$ cat config.mk
export PLATFORM = sky130hd
export DESIGN_NAME = fsk_tag_demod
export DESIGN_NICKNAME = d
export VERILOG_FILES = /design/src/rtl/fsk_tag_demod.sv
export SDC_FILE = /design/constraint.sdc
export NUM_CORES = 1
export LEC_CHECK = 0
export CORE_UTILIZATION = 56
export CTS_BUF_LIST = sky130_fd_sc_hd__clkbuf_4
export DETAILED_ROUTE_END_ITERATION = 6
export GPL_ROUTABILITY_DRIVEN = 0
export PLACE_DENSITY = 0.76
export SYNTH_ARGS = -nofsm -noshare
export SYNTH_HDL_FRONTEND = slang
export SYNTH_SLANG_ARGS = --single-unit
$ cat constraint.sdc
create_clock -name clk -period 18.9 [get_ports clk]
set_clock_uncertainty 0.2 [all_clocks]
set_input_delay 3.78 -clock clk [delete_from_list [all_inputs] [get_ports clk]]
set_output_delay 3.78 -clock clk [all_outputs]
set_load 0.05 [all_outputs]
$ cat src/rtl/fsk_tag_demod.sv
module fsk_tag_demod #(
  parameter int SAMPLE_W = 8,
  parameter int THRESH   = 127,
  parameter int SPLIT    = 9,
  parameter int FAST_DIV = 6,
  parameter int SLOW_DIV = 5,
  parameter int MAX_SYM  = 4,
  parameter int CNT_W    = 8,
  parameter int RUN_W    = 8,
  parameter int ID_W     = 44
) (
  input  logic                clk,
  input  logic                rst_n,
  input  logic                smp_valid,
  input  logic [SAMPLE_W-1:0] smp_data,
  output logic                id_valid,
  output logic [ID_W-1:0]     id_value
);
  localparam int NSW = $clog2(MAX_SYM + 1);
  localparam logic [5:0] MARK = 6'b111000;

  logic             lvl_prev, synced;
  logic [CNT_W-1:0] gap;
  logic             lvl_now, rise, period_done, fast;

  assign lvl_now     = smp_data >= SAMPLE_W'(THRESH);
  assign rise        = smp_valid && lvl_now && !lvl_prev;
  assign period_done = rise && synced;
  assign fast        = gap < CNT_W'(SPLIT);

  always_ff @(posedge clk or negedge rst_n)
    if (!rst_n) begin
      lvl_prev <= 1'b1;
      synced   <= 1'b0;
      gap      <= '0;
    end else if (smp_valid) begin
      lvl_prev <= lvl_now;
      if (rise) begin
        synced <= 1'b1;
        gap    <= CNT_W'(1);
      end else if (gap != '1) begin
        gap <= gap + 1'b1;
      end
    end

  logic             run_act, run_lvl, run_end;
  logic [RUN_W-1:0] run_len;
  logic [RUN_W:0]   run_plus, sym_cnt;
  logic [NSW-1:0]   nsym;

  assign run_plus = {1'b0, run_len} + 1'b1;
  assign sym_cnt  = run_lvl ? run_plus / (RUN_W+1)'(FAST_DIV)
                            : run_plus / (RUN_W+1)'(SLOW_DIV);
  assign run_end  = period_done && run_act && (fast != run_lvl);
  assign nsym     = (run_end && sym_cnt != '0 && sym_cnt <= (RUN_W+1)'(MAX_SYM))
                    ? NSW'(sym_cnt) : '0;

  always_ff @(posedge clk or negedge rst_n)
    if (!rst_n) begin
      run_act <= 1'b0;
      run_lvl <= 1'b0;
      run_len <= '0;
    end else if (period_done) begin
      if (!run_act || fast != run_lvl) begin
        run_act <= 1'b1;
        run_lvl <= fast;
        run_len <= RUN_W'(1);
      end else if (run_len != '1) begin
        run_len <= run_len + 1'b1;
      end
    end

  logic            in_frame, half, first;
  logic [5:0]      hist;
  logic [ID_W-1:0] shreg;
  logic            nx_frame, nx_half, nx_first, fire;
  logic [5:0]      nx_hist;
  logic [ID_W-1:0] nx_shreg, fire_val;

  always_comb begin
    nx_frame = in_frame;
    nx_half  = half;
    nx_first = first;
    nx_hist  = hist;
    nx_shreg = shreg;
    fire     = 1'b0;
    fire_val = '0;
    for (int k = 0; k < MAX_SYM; k++) begin
      if (k < int'(nsym)) begin
        nx_hist = {nx_hist[4:0], run_lvl};
        if (!nx_frame) begin
          if (nx_hist == MARK) begin
            if (nx_shreg != '0) begin
              fire     = 1'b1;
              fire_val = nx_shreg;
            end
            nx_shreg = '0;
            nx_frame = 1'b1;
            nx_half  = 1'b0;
          end
        end else if (!nx_half) begin
          nx_first = run_lvl;
          nx_half  = 1'b1;
        end else begin
          nx_half = 1'b0;
          if (nx_first != run_lvl) nx_shreg = {nx_shreg[ID_W-2:0], run_lvl};
          else                     nx_frame = 1'b0;
        end
      end
    end
  end

  always_ff @(posedge clk or negedge rst_n)
    if (!rst_n) begin
      in_frame <= 1'b0;
      half     <= 1'b0;
      first    <= 1'b0;
      hist     <= '0;
      shreg    <= '0;
      id_valid <= 1'b0;
      id_value <= '0;
    end else begin
      in_frame <= nx_frame;
      half     <= nx_half;
      first    <= nx_first;
      hist     <= nx_hist;
      shreg    <= nx_shreg;
      id_valid <= fire;
      if (fire) id_value <= fire_val;
    end
endmodule

After elaboration in Yosys (flattened, before gate mapping)
Index checks and enable logic that the tools add are counted.
{ "op_classes": {"n_addsub": 3, "div": 2, "n_lt_le_gt_ge": 7, "eq_ne": 11, "muxes": 110, "reduce_logical": 21} }
{ "ops": {"columns": ["operator", "count"], "rows": [
  ["two-way mux 44 bit", 36],
  ["nonzero test 44 bit", 4],
  ["two-way mux 1 bit", 64],
  ["two-way mux 8 bit", 4],
  ["equality test 6 bit, second input constant", 4],
  ["two-way mux 5 bit", 4],
  ["divider 9 x 3 -> 9 bit, second input constant", 2],
  ["adder 8 x 1 -> 8 bit, second input constant", 2],
  ["!= test 8 bit, second input constant", 2],
  ["adder 8 x 1 -> 9 bit, second input constant", 1],
  ["less-or-equal comparator 9 x 3 -> 1 bit, second input constant", 1],
  ["two-way mux 9 bit", 1],
  ["nonzero test 9 bit", 1],
  ["greater-or-equal comparator 8 x 7 -> 1 bit, second input constant", 1],
  ["less-than comparator 8 x 4 -> 1 bit, second input constant", 1],
  ["AND reduction 2 bit", 4],
  ["logical AND 1 bit", 7],
  ["less-than comparator 1 x 3 -> 1 bit, first input constant", 2],
  ["less-than comparator 2 x 3 -> 1 bit, first input constant", 2],
  ["!= test 1 bit", 5],
  ["nonzero test 2 bit", 2],
  ["two-way mux 3 bit", 1],
  ["zero test 1 bit", 2],
  ["logical OR 1 bit", 1]
]} }
{ "word_totals": {"register_bits": 117, "input_bits": 11, "output_inout_bits": 45} }

Longest topological paths before layout
{ "logic_depth": {"word_depth": 25, "mapped_depth": 60, "mapped_depth_nobuf": 55} }

Least setup slack after synthesis
OpenSTA, ideal clock, no wires.
{ "synth_path": {"path_kind": "flip-flop to flip-flop", "start": "register run_len[0]", "end": "register id_value[12]", "setup_time_ns": 0.128, "arrival_time_ns": 12.363, "setup_slack_ns": 6.209, "stages_incl_launch_ff": 59, "synth_period_minus_slack_ns": 12.691, "path_cell_list": "dfrtp_1 -> ha_1 -> nand2_1 -> or3_1 -> nand2_1 -> ha_1 -> or4_1 -> nand3_2 -> ha_1 -> o21a_1 -> nor2_1 -> o221ai_2 -> nor2_2 -> mux2i_1 -> ha_1 -> o21a_1 -> nor2_1 -> o21ai_0 -> (+23 left out) -> clkbuf_1 -> nor2_1 -> a21oi_1 -> ha_1 -> a21oi_1 -> o311ai_1 -> nor4_2 -> and2_1 -> buf_2 -> nor2_2 -> or3b_1 -> or2_1 -> o21ai_2 -> a21oi_1 -> a21oi_4 -> nor2_4 -> buf_6 -> mux2_1"} }
{ "synth_via": {"elab_chain_cells": 23, "elab_cells_between_ends": 81, "cone_classes": "add/sub: 1; div: 2; order compare: 5; eq/ne: 5; mux: 62; reduce/logical: 6"} }
{ "synth_lines": {"columns": ["element", "line", "source"], "rows": [
  ["start: declaration", "47", "logic [RUN_W-1:0] run_len;"],
  ["start signal: assignment", "69", "run_len <= run_len + 1'b1;"],
  ["adder 8 x 1 -> 9 bit *", "51", "assign run_plus = {1'b0, run_len} + 1'b1;"],
  ["divider 9 x 3 -> 9 bit (on tied branches)", "53, 52", null],
  ["two-way mux 9 bit *", "52", "assign sym_cnt = run_lvl ? run_plus / (RUN_W+1)'(FAST_DIV)"],
  ["parallel branches: the longest is 3 deep, another holds less-or-equal comparator 9 x 3 -> 1 bit", null, null],
  ["two-way mux 3 bit *", "56", "? NSW'(sym_cnt) : '0;"],
  ["less-than comparator 1 x 3 -> 1 bit", "89", "if (k < int'(nsym)) begin"],
  ["two-way mux 1 bit", "89", null],
  ["!= test 1 bit", "106", "if (nx_first != run_lvl) nx_shreg = {nx_shreg[ID_W-2:0], run_lvl};"],
  ["(+5 left out)", null, null],
  ["two-way mux 44 bit, or another cell as far along", "93", "if (nx_shreg != '0) begin"],
  ["two-way mux 44 bit, or another cell as far along", "92", "if (nx_hist == MARK) begin"],
  ["two-way mux 44 bit, or another cell as far along", "91", "if (!nx_frame) begin"],
  ["two-way mux 44 bit, or another cell as far along", "89", null],
  ["two-way mux 44 bit / two-way mux 1 bit (equally long branches)", "93", null],
  ["two-way mux 44 bit / two-way mux 1 bit (equally long branches)", "92", null],
  ["two-way mux 44 bit / two-way mux 1 bit (equally long branches)", "91", null],
  ["two-way mux 44 bit / two-way mux 1 bit (equally long branches)", "89", null],
  ["end signal: assignment", "129", "if (fire) id_value <= fire_val;"],
  ["end: declaration", "17", "output logic [ID_W-1:0] id_value"]
]} }
Every way passes the cells marked *.
A chain may end at the register's enable or synchronous reset.

Worst setup path in the final report
{ "layout_path": {"start": "register run_len[0]", "end": "register id_value[3]"} }
Same word-level chain as after synthesis.

==> metrics <==
Tcrit/Tclk final=77.4%; clock buffer depth=2; CP dominant cell by count=ha_1; share of layout cells above drive strength 1=9.99%; post-synth top area share=36.0%; Synth async-reset ratio=100%; Worst-path clk slew=0.10 ns; Worst Hold End=id_value[12]$_DFFE_PN0P_; first-pass GRT wire length=35,500 um; core area=0.0140 mm^2; GRT Overall Usage=30.3%; Die Width=122 um; initial DRC count=791; EDFF count, synth=0; number of global-route vias before repair=7,065; min-delay src=id_value[12]$_DFFE_PN0P_; Pre-antenna DRT Iters=6; CP arrival=14.86 ns; Post-CTS Resized=0; number of diodes=0; r2r setup slk=4.26 ns; io pins=56; hold buffers post-CTS=0; hpwl dp=15,200 um; met1 GRT Util=42.0%; worst path required time=19.12 ns; syn_area_per_cell=8.83 um^2; RSZ-0062 raised after global routing=no; post-layout util=64.4%; Congestion Overflow GR=0; reg2reg start=run_len[0]$_DFFE_PN0P_; Fin. Hold Viols=0; Final Setup Violations=0; Nets=989; RR Endpoint=id_value[3]$_DFFE_PN0P_; Yosys cell types=95; Reg area=0.00293 mm^2; CP max FO=23; Netlist Area Pre-Place=0.00807 mm^2; WL/cell=18.4 um; Clock Latency Late Sink=0.52 ns; sequential share of the synthesized area=36.3%; synthesized netlist cell count=914; DIE AREA=0.0149 mm^2; CP Capture Type=flop; CTS tree=yes; # Max-Cap Violations=0; CP Launch Type=flop; Synth area leader=dfrtp_1; via count=7,457; critical path type=flop to flop; root buf cell=clkbuf_4; delay-heaviest family, CP=simple AND/OR/NAND/NOR gates; Area growth, synth to finish=11.6%; largest net degree at the start of global routing=74; clock sink count=117; met3 usage=5.34%; worst min path class=flop to flop; R2R depth=52; hold_ws=0.300 ns; post-layout minimum cycle time=14.64 ns; Most used DFF post-synth=dfrtp_1; Fill cells=1,202; slowest stage cell on the critical path=or4_1; CTS H-tree lvls=4; Slew headroom=25.4%; Leak=4.06 nW; Detailed Route WL=21,200 um; post-CTS setup buffers=0; starting density of the core=57.7%; Final ANT Viol Nets=0; Port Buffers=55; Bufs and invs on worst path=1; TNS Setup=0 ns; Syn. warnings=0; Power Density=82.9 mW/mm^2; hold path depth=1; syn nets=945; # DRC=0; routing usage on met2=47.3%; chip height=122 um; register bit count reported by yosys=117; worst vdd ir=0.0584 mV; area of the multi-input gates=0.00489 mm^2; Max Freq=68.3 MHz; Synth area leaders=dfrtp_1 36%, nor2_1 4.9%, nand2_1 4.4%; GRT busiest layer=met2; Crit path largest cell delay=0.59 ns; post-DR vias/cell=6.48; Slew Limit Fails=0; FP Rows=43; Num CTS Buffers=17; status=finished, final reports clean; initial antenna violation count=0; Worst-Margin Slew=1.12 ns
-- stage by stage --
| step | setup WS (ns) | power (W) | cells | cell area (um^2) |
|---|---|---|---|---|
| CTS | 4.49 | 0.000744 | 1151 | 9010 |
| global placement | 4.87 | 0.000565 | 1119 | 8740 |
| global route | 3.22 | 0.000795 | 1151 | 9010 |
| detailed placement | 4.54 | 0.000568 | 1119 | 8740 |
| finish | 4.26 | 0.000747 | 1151 | 9010 |
| floorplan | 6.21 | 0.000502 | 914 | 8070 |
-- power breakdown --
| part | switching (W) | internal [W] | total [W] | leakage (nW) |
|---|---|---|---|---|
| combinational | 0.000186 | 0.000104 | 0.000290 | 2.32 |
| clock | 0.0000953 | 0.0000787 | 0.000174 | 0.145 |
| sequential | 0.0000219 | 0.000261 | 0.000283 | 1.59 |
-- flip-flops by register name (all words and copies together) (netlist names) --
signal    count
id_value     44
run_act       1
run_lvl       1
hist          5
lvl_prev      1
shreg        44
id_valid      1
in_frame      1
run_len       8
half          1
gap           8
synced        1
first         1
-- per-layer routing --
| metal | vias up | wire length (um) |
|---|---|---|
| met5 | - | 0 |
| met4 | 0 | 552 |
| met3 | 50 | 1150 |
| met2 | 310 | 9760 |
| met1 | 3575 | 9740 |
| li1 | 3522 | - |
-- cell type report --
class	count	area share, %
inverter	18	0.750
multi-input combinational	739	54.3
clock buffer	18	1.50
tap	180	2.50
clock inverter	14	1.51
timing repair buffer	65	6.92
sequential	117	32.5
-- Yosys cell counts, types with 13 or more instances --
master	n
dfrtp_1	116
ha_1	20
nor4_1	19
nand2_1	95
mux2_1	22
o21ai_0	41
inv_1	17
mux2i_1	25
nor3_1	26
nor2_1	105
a211oi_1	13
a22oi_1	41
clkbuf_1	26
a21oi_1	34
nand3_1	34
-- worst register-to-register path, delay by kind of cell, from the launching register on --
family	cells	cell delay [ns]
buffers and inverters	1	0.07
and+or+nand+nor	20	5.84
adders and majority gates	8	2.49
DFF	1	0.49
muxes	3	1.27
AOI/OAI and AO/OA	20	4.18
-- worst max path at each step --
stage / slack (ns) / cells after the start / start / end
after CTS: 4.49 / 52 / run_len[0]$_DFFE_PN0P_ / id_value[3]$_DFFE_PN0P_
after global routing: 3.22 / 53 / run_len[0]$_DFFE_PN0P_ / id_value[43]$_DFFE_PN0P_
final: 4.26 / 52 / run_len[0]$_DFFE_PN0P_ / id_value[3]$_DFFE_PN0P_
after detailed placement: 4.54 / 50 / run_lvl$_DFFE_PN0P_ / id_value[3]$_DFFE_PN0P_
after floorplan: 6.21 / 58 / run_len[0]$_DFFE_PN0P_ / id_value[12]$_DFFE_PN0P_
after global placement: 4.87 / 52 / run_len[0]$_DFFE_PN0P_ / id_value[3]$_DFFE_PN0P_
-- cell families after synthesis --
family / share of synthesized area [%]
adders and majority gates: 3.10
AOI/OAI and AO/OA: 23.0
xor gates and xnor gates: 1.95
muxes: 7.28
and+or+nand+nor: 25.1
DFF: 36.3
buffers and inverters: 3.19
-- cell usage in the layout (no fill, tap or decap), drive strengths merged, types with 23 or more instances in the layout --
master,synthesis,routed
nand3,35,35
a22oi,41,41
mux2,30,30
nand2,95,95
clkdlybuf4s50,0,54
nor4,23,23
nor2,109,109
mux2i,25,25
a21oi,37,37
o21ai,50,50
dfrtp,116,116
nor3,27,27
(Power assumes the default switching activity.)
